**src/rtl/pmm_pkg.sv**
```systemverilog
// Package: shared constants and types for the monochrome planar pixel mapper.
// Assumes a 3-bit digital colour, G as the most significant bit.
package pmm_pkg;
    localparam int COLOR_W = 3;
    localparam int ENTRIES = 1 << COLOR_W;
    localparam logic [7:0] MODE_MONO_OFF = 8'h02;
    localparam logic [7:0] MODE_MONO_ON  = 8'h03;

    typedef logic [COLOR_W-1:0] color_t;

    // Plane bits of one pixel
    typedef struct packed {
        logic g;
        logic r;
        logic b;
        logic e;
    } planes_t;
endpackage

```
**src/rtl/pmm_palette_regs.sv**
```systemverilog
// Module: palette and mode register bank.
// Each pair register holds two palette entries: the even entry in the upper
// half of the data byte, the odd entry in the lower half. One further
// address is a mode port that accepts only the two mode codes.
// Assumes DATA_W >= 2*COLOR_W and writes take effect at the clock edge.
module pmm_palette_regs
    import pmm_pkg::*;
#(
    parameter int ADDR_W    = 3,
    parameter int DATA_W    = 8,
    parameter int MODE_ADDR = 4
) (
    input  logic                       clk,
    input  logic                       rst_n,
    input  logic                       wr,
    input  logic [ADDR_W-1:0]          addr,
    input  logic [DATA_W-1:0]          wdata,
    output logic [ENTRIES*COLOR_W-1:0] pal_flat,
    output logic                       mono_on
);
    localparam int PAIRS  = ENTRIES / 2;
    localparam int HI_LSB = DATA_W / 2;

    for (genvar k = 0; k < PAIRS; k++) begin : g_pair
        color_t even_q, odd_q;

        // Hold one entry pair; reset to identity
        always_ff @(posedge clk) begin
            if (!rst_n) begin
                even_q <= COLOR_W'(2 * k);
                odd_q  <= COLOR_W'(2 * k + 1);
            end else if (wr && addr == ADDR_W'(k)) begin
                even_q <= wdata[HI_LSB +: COLOR_W];
                odd_q  <= wdata[0 +: COLOR_W];
            end
        end

        assign pal_flat[(2*k)*COLOR_W   +: COLOR_W] = even_q;
        assign pal_flat[(2*k+1)*COLOR_W +: COLOR_W] = odd_q;
    end

    // Mode flag: only the two exact codes change it
    always_ff @(posedge clk) begin
        if (!rst_n) begin
            mono_on <= 1'b0;
        end else if (wr && addr == ADDR_W'(MODE_ADDR)) begin
            if (wdata == DATA_W'(MODE_MONO_ON))
                mono_on <= 1'b1;
            else if (wdata == DATA_W'(MODE_MONO_OFF))
                mono_on <= 1'b0;
        end
    end
endmodule

```
**src/rtl/pmm_lookup.sv**
```systemverilog
// Module: combinational palette lookup.
// Selects the entry addressed by the pixel index from the flattened palette.
module pmm_lookup
    import pmm_pkg::*;
(
    input  color_t                     idx,
    input  logic [ENTRIES*COLOR_W-1:0] pal_flat,
    output color_t                     mapped
);
    // Index into the flat entry vector
    always_comb begin
        mapped = pal_flat[idx*COLOR_W +: COLOR_W];
    end
endmodule

```
**src/rtl/pmm_mono_reduce.sv**
```systemverilog
// Module: monochrome reduction.
// Passes the remapped colour through when monochrome is off. Otherwise it
// emits all-ones or all-zeros from the top bit of the remapped colour.
// In 16-colour mode a set E plane additionally forces black.
module pmm_mono_reduce
    import pmm_pkg::*;
(
    input  color_t mapped,
    input  logic   plane_e,
    input  logic   sel16,
    input  logic   mono_on,
    output color_t color
);
    logic lit;

    // Decide the final colour for one pixel
    always_comb begin
        lit = mapped[COLOR_W-1] & ~(sel16 & plane_e);
        if (mono_on)
            color = lit ? {COLOR_W{1'b1}} : '0;
        else
            color = mapped;
    end
endmodule

```
**src/rtl/planar_mono_mapper.sv**
```systemverilog
// Module: top of the monochrome planar pixel mapper.
// Forms the index from the G, R and B planes, looks it up in the palette,
// optionally reduces to black/white, and registers the result one cycle
// after pix_valid. Registers are read before any same-cycle write lands,
// so a write never alters the pixel in flight.
module planar_mono_mapper
    import pmm_pkg::*;
#(
    parameter int ADDR_W    = 3,
    parameter int DATA_W    = 8,
    parameter int MODE_ADDR = 4
) (
    input  logic              clk,
    input  logic              rst_n,
    input  logic              pix_valid,
    input  logic              plane_g,
    input  logic              plane_r,
    input  logic              plane_b,
    input  logic              plane_e,
    input  logic              sel16,
    input  logic              reg_wr,
    input  logic [ADDR_W-1:0] reg_addr,
    input  logic [DATA_W-1:0] reg_wdata,
    output logic              rgb_valid,
    output logic [2:0]        rgb_out
);
    logic [ENTRIES*COLOR_W-1:0] pal_flat;
    logic                       mono_on;
    planes_t                    px;
    color_t                     mapped;
    color_t                     color;

    assign px = '{g: plane_g, r: plane_r, b: plane_b, e: plane_e};

    pmm_palette_regs #(
        .ADDR_W   (ADDR_W),
        .DATA_W   (DATA_W),
        .MODE_ADDR(MODE_ADDR)
    ) u_regs (
        .clk     (clk),
        .rst_n   (rst_n),
        .wr      (reg_wr),
        .addr    (reg_addr),
        .wdata   (reg_wdata),
        .pal_flat(pal_flat),
        .mono_on (mono_on)
    );

    pmm_lookup u_lookup (
        .idx     ({px.g, px.r, px.b}),
        .pal_flat(pal_flat),
        .mapped  (mapped)
    );

    pmm_mono_reduce u_reduce (
        .mapped (mapped),
        .plane_e(px.e),
        .sel16  (sel16),
        .mono_on(mono_on),
        .color  (color)
    );

    // Output stage: capture colour on a pixel, hold otherwise
    always_ff @(posedge clk) begin
        if (!rst_n) begin
            rgb_valid <= 1'b0;
            rgb_out   <= '0;
        end else begin
            rgb_valid <= pix_valid;
            if (pix_valid)
                rgb_out <= color;
        end
    end
endmodule

```
**config.mk**
```make
export PLATFORM = sky130hd
export DESIGN_NAME = planar_mono_mapper
export DESIGN_NICKNAME = d
export VERILOG_FILES = /design/src/rtl/pmm_pkg.sv /design/src/rtl/pmm_palette_regs.sv /design/src/rtl/pmm_lookup.sv /design/src/rtl/pmm_mono_reduce.sv /design/src/rtl/planar_mono_mapper.sv
export SDC_FILE = /design/constraint.sdc
export NUM_CORES = 1
export LEC_CHECK = 0
export ABC_AREA = 1
export CORE_MARGIN = 2
export CORE_UTILIZATION = 45
export DETAILED_ROUTE_END_ITERATION = 10
export HOLD_SLACK_MARGIN = 0.1
export PLACE_DENSITY = 0.77
export SLEW_MARGIN = 0
export SYNTH_ARGS = -nofsm -noshare
export SYNTH_HDL_FRONTEND = slang
export SYNTH_SLANG_ARGS = --single-unit
```
**constraint.sdc**
```tcl
create_clock -name clk -period 1.6 [get_ports clk]
set_input_delay 0.32 -clock clk [delete_from_list [all_inputs] [get_ports clk]]
set_output_delay 0.32 -clock clk [all_outputs]
set_load 0.05 [all_outputs]
```
* Word level (Yosys, flattened, before mapping)
Cells that the tools add are included.
** Cells by class
- Muxes and demuxes :: 4
- Bitwise logic cells :: 3
- Shift-type cells :: 1
- $mul :: 1
- Reduce and logical (&&, ||, !) cells :: 8
- Eq/ne operators :: 6
** Operator list (count)
- $shiftx 24x6->3 :: 1
- $eq 8x2->1 const B :: 2
- $eq 3x2->1 const B :: 2
- $mux 3 :: 2
- $logic_and 1x1->1 :: 5
- $mul 3x2->5 const B :: 1
- $eq 3x1->1 const B :: 1
- $eq 3x3->1 const B :: 1
- $logic_not 3->1 :: 1
- $and 1x1->1 :: 2
- $mux 1 :: 2
- $reduce_and 2->1 :: 1
- $reduce_bool 2->1 :: 1
- $not 1->1 :: 1
** Word-level totals
- Register bits :: 29
- Output and inout bits :: 4

* Longest topological paths before layout
- Depth after elaboration :: 5
- Mapped depth :: 10

* Cells and area by module
A second synthesis with hierarchy kept.
** Unflattened totals
- Cells, all modules :: 235
- Area, all modules :: 1517.7 um^2
** By module, submodules not included
- pmm_palette_regs :: instances 1, area each 992.2 um^2, seq. area each 500.5 um^2, cells each 122
- pmm_lookup :: instances 1, area each 335.3 um^2, seq. area each 0.0 um^2, cells each 80
- planar_mono_mapper :: instances 1, area each 143.9 um^2, seq. area each 80.1 um^2, cells each 21
- pmm_mono_reduce :: instances 1, area each 46.3 um^2, seq. area each 0.0 um^2, cells each 12

* Worst setup path before layout
No wires, ideal clock.
- Path kind :: input to register
- Start point :: in plane_b
- End point :: reg rgb_out[1]
- Stages :: 10
- Slack :: 520 ps
- Setup time :: 109 ps
- Buffers on the path :: 2
- Data arrival time :: 971 ps
- Path through :: buf_6 > buf_12 > nor2_2 > nor2_2 > nand2_1 > nand3_1 > nand3_1 > nand3_1 > nand2_1 > inv_1
** Between the ends
- Word-level cells in the longest chain between the ends :: 5
** RTL lines
- start: declaration :: RTL line planar_mono_mapper.sv:18 : input logic plane_b,
- $mul 3x2->5 * :: RTL line pmm_lookup.sv:12 : mapped = pal_flat[idx*COLOR_W +: COLOR_W];
- $shiftx 24x6->3 * :: RTL line pmm_lookup.sv:12
- $and 1x1->1 :: RTL line pmm_mono_reduce.sv:18 : lit = mapped[COLOR_W-1] & ~(sel16 & plane_e);
- $mux 3 :: RTL line pmm_mono_reduce.sv:20 : color = lit ? {COLOR_W{1'b1}} : '0;
- $mux 3 * :: RTL line pmm_mono_reduce.sv:19 : if (mono_on)
- end signal: assignment :: RTL line planar_mono_mapper.sv:71 : rgb_out <= color;
- end: declaration :: RTL line planar_mono_mapper.sv:25 : output logic [2:0] rgb_out
Mark *: on every way between the ends. The rest lies on a longest branch, timed or not.
A chain may end at the register's enable or synchronous reset.

* Worst setup path in the final report
- Start point :: in reg_addr[1]
- End point :: reg u_regs.mono_on
** Between the ends
- Word-level cells in the longest chain between the ends :: 3
** RTL lines
- start: declaration :: RTL line planar_mono_mapper.sv:22 : input logic [ADDR_W-1:0] reg_addr,
- $eq 3x3->1 :: RTL line pmm_palette_regs.sv:46 : end else if (wr && addr == ADDR_W'(MODE_ADDR)) begin
- $logic_and 1x1->1 :: RTL line pmm_palette_regs.sv:46
- $reduce_and 2->1 (no source line)
- end signal: assignment :: RTL line pmm_palette_regs.sv:45 : mono_on <= 1'b0;
- end signal: assignment :: RTL line pmm_palette_regs.sv:48 : mono_on <= 1'b1;
- end signal: assignment :: RTL line pmm_palette_regs.sv:50 : mono_on <= 1'b0;
- end: declaration :: RTL line pmm_palette_regs.sv:19 : output logic mono_on
No other way between the ends.

==> results.md <==
- # diodes: 0
- Clock-pin slew on the worst setup and hold paths: 90 ps
- Critical Path AT: 1510 ps
- All-Layer GR Usage: 21.5%
- CP endpoint kind: flip-flop
- Final period util: 79.8%
- Antenna violations before repair: 0
- Commonest cells in the synthesized netlist: nand2_1 (34), inv_1 (31), dfxtp_1 (29)
- Power density cells: 802 nW/um2
- Final setup violating endpoints: 0
- Crit path buffers/inverters: 2
- Max H-tree Level: 2
- Die width: 60.1 um
- Routed length per instance: 11.5 um
- Number of global-route vias before repair: 1294
- Synth Flop Type: dfxtp_1
- Async S/R FF share, synth: 0%
- Final core utilization: 59.8%
- Max_slew headroom: 83.2%
- RSZ-0062 raised after global routing: false
- DR vias: 1350
- Synthesized area: 1420 um2
- Average cell area after synthesis: 7.15 um2
- Max-Cap Viols: 0
- Worst slew pin tran: 251 ps
- Status: finished, final reports clean
- Initial DRT Pass Iterations: 4
- Synth Warn #: 0
- Sequential area share after synthesis: 41.0%
- Post-synth EDFFs: 0
- Post-CTS sizing: 0
- CTS tree: built
- Area contributors post-synth: dfxtp_1 (41%), nand2_1 (9.0%), inv_1 (8.2%), a21oi_1 (6.4%), nand3_1 (6.0%)
- Maximum VDD drop: 0.000481 V
- CTS Hold Buffers Added: 0
- Share of layout cells above drive strength 1: 18.2%
- Final nets: 255
- Most common cell in the netlist: nand2_1
- Clock sink total: 29
- Fin Setup TNS: 0 ps
- Initial Util: 46.7%
- Clk buf depth: 2
- Largest net degree at the start of global routing: 23
- Setup Skew: 5.00 ps
- Area leader, netlist: dfxtp_1
- Minimum clock period: 1280 ps
- Slowest cell on crit path: clkdlybuf4s50_1
- Via density: 4.82
- Post-Synthesis Net Count: 218
- Worst setup path class: input port to flip-flop
- Die ar.: 3610 um2
- Detailed-placement wirelength estimate: 2520 um
- Clk Latency, worst-skew pair: 330 ps
- Synth Register Bits: 29
- Crit path launch type: input port
- Worst hold path type: flip-flop to flip-flop
- Area delta synth->final: 27.9%
- R2R Path Start: u_regs.g_pair[0].odd_q[2]$_SDFFE_PN0P_
- Detailed router's first-iteration violation count: 53
- CP top delay family: buffers and inverters
- Layout fillers: 297
- P_leak: 0.861 nW
- Crit. Startpoint: reg_addr[1]
- Total congestion overflow: 0
- Critical path's largest stage delay: 520 ps
- CP max FO: 4
- Worst EP required: 1830 ps
- DRC Markers: 0
- Root Driver: clkbuf_4
- Gpl congestion: 0.911
- First-pass GRT wire length: 5580 um
- Area of the core: 3030 um2
- Crit-path cells: clkdlybuf4s50_1, nor2_2, inv_2, nor3_2, nand4_1, o21ai_0, nor2_1
- Yosys top cell area share: 41.0%
- Routed WL: 3220 um
- Hold Vio Cnt, Final: 0
- # Post-CTS Setup Buffers: 0
- Die Y: 60.1 um
- ANT nets after route: 0
- Max Slew Vio Count: 0
- Port bufs: 23
- Row count: 20
- I/O Pins: 24
- Total Power: 0.00145 W
- Netlist cell types: 24
- Clock buffer count from CTS: 5
- Syn Inst Count: 198
- Hold path start: u_regs.g_pair[0].odd_q[1]$_SDFFE_PN0P_
- Max Clk Rate: 783 MHz
metrics by stage:
stage	cells	worst slack [ps]	hold slack, ps	instance area (um2)
2_1_floorplan	198	520	413	1420
4_1_cts	280	329	470	1810
3_5_place_dp	272	-29.4	456	1760
3_3_place_gp	272	14.1	441	1760
6_report	280	323	465	1810
5_1_grt	280	211	493	1810
cell usage in the layout, fill, tap and decap left out:
cell,netlist,layout
inv_1,31,31
clkbuf_1,2,1
o21ai_1,3,3
nor3_4,1,1
clkdlybuf4s50_1,0,19
nand2_2,3,3
clkbuf_4,0,5
nand3_1,17,17
inv_2,6,6
nor3_1,1,1
o211ai_1,8,8
o21ai_0,16,16
and2_1,1,1
nand4_1,1,1
nand2_1,34,34
nor3_2,1,1
clkinv_2,0,2
inv_4,1,1
dfxtp_1,29,29
nand3_2,4,4
buf_12,1,2
buf_4,1,14
nor2_2,3,3
nor2_1,14,14
a21oi_1,18,18
nor2_4,1,1
worst min-delay path, cell delays in order (launching register included):
cell	delay, ps
dfxtp_1	310
inv_1	60
a21oi_1	60
report_power, final:
group          leakage [nW]  switching, W  internal, W
clock                0.0320      0.000251     0.000167
combinational         0.592      0.000153     0.000121
sequential            0.237    0.00000964     0.000750
total                 0.861      0.000414      0.00104
kinds of logic after synthesis:
group | Yosys count | share of synthesized area, %
compound gates | 45 | 17.3
buf+inv | 43 | 13.5
simple gates | 81 | 28.1
flops | 29 | 41.0
sequential cells by signal (all words and copies together) (netlist names):
register	flops
u_regs.mono_on	1
rgb_out	3
rgb_valid	1
u_regs.g_pair.even_q	12
u_regs.g_pair.odd_q	12
path summary, 6_finish.rpt:
kind / cells after the start / slack (ps) / to
hold reg to reg: 2 / 470 / u_regs.g_pair[0].odd_q[1]$_SDFFE_PN0P_
hold / removal: 2 / 470 / u_regs.g_pair[0].odd_q[1]$_SDFFE_PN0P_
setup / recovery: 7 / 320 / u_regs.mono_on$_SDFFE_PN0P_
setup reg to reg: 8 / 630 / rgb_out[1]$_SDFFE_PN0P_
final cells by class:
class | count | area (um2) | area share [%]
Sequential cell | 29 | 581 | 32.1
Tap cell | 44 | 55.1 | 3.04
Clock inverter | 2 | 10.0 | 0.553
Timing Repair Buffer | 35 | 335 | 18.5
Multi-Input combinational cell | 126 | 643 | 35.5
Inverter | 38 | 145 | 8.02
Clock buffer | 6 | 41.3 | 2.28
metal layers:
layer,GRT usage (%),up-vias,part of all wire [%]
met5,0,-,0
met4,7.62,0,2.0
met3,7.36,7,4.9
met2,34.2,32,46
met1,26.9,600,47
li1,-,711,-
(Power assumes the default switching activity.)
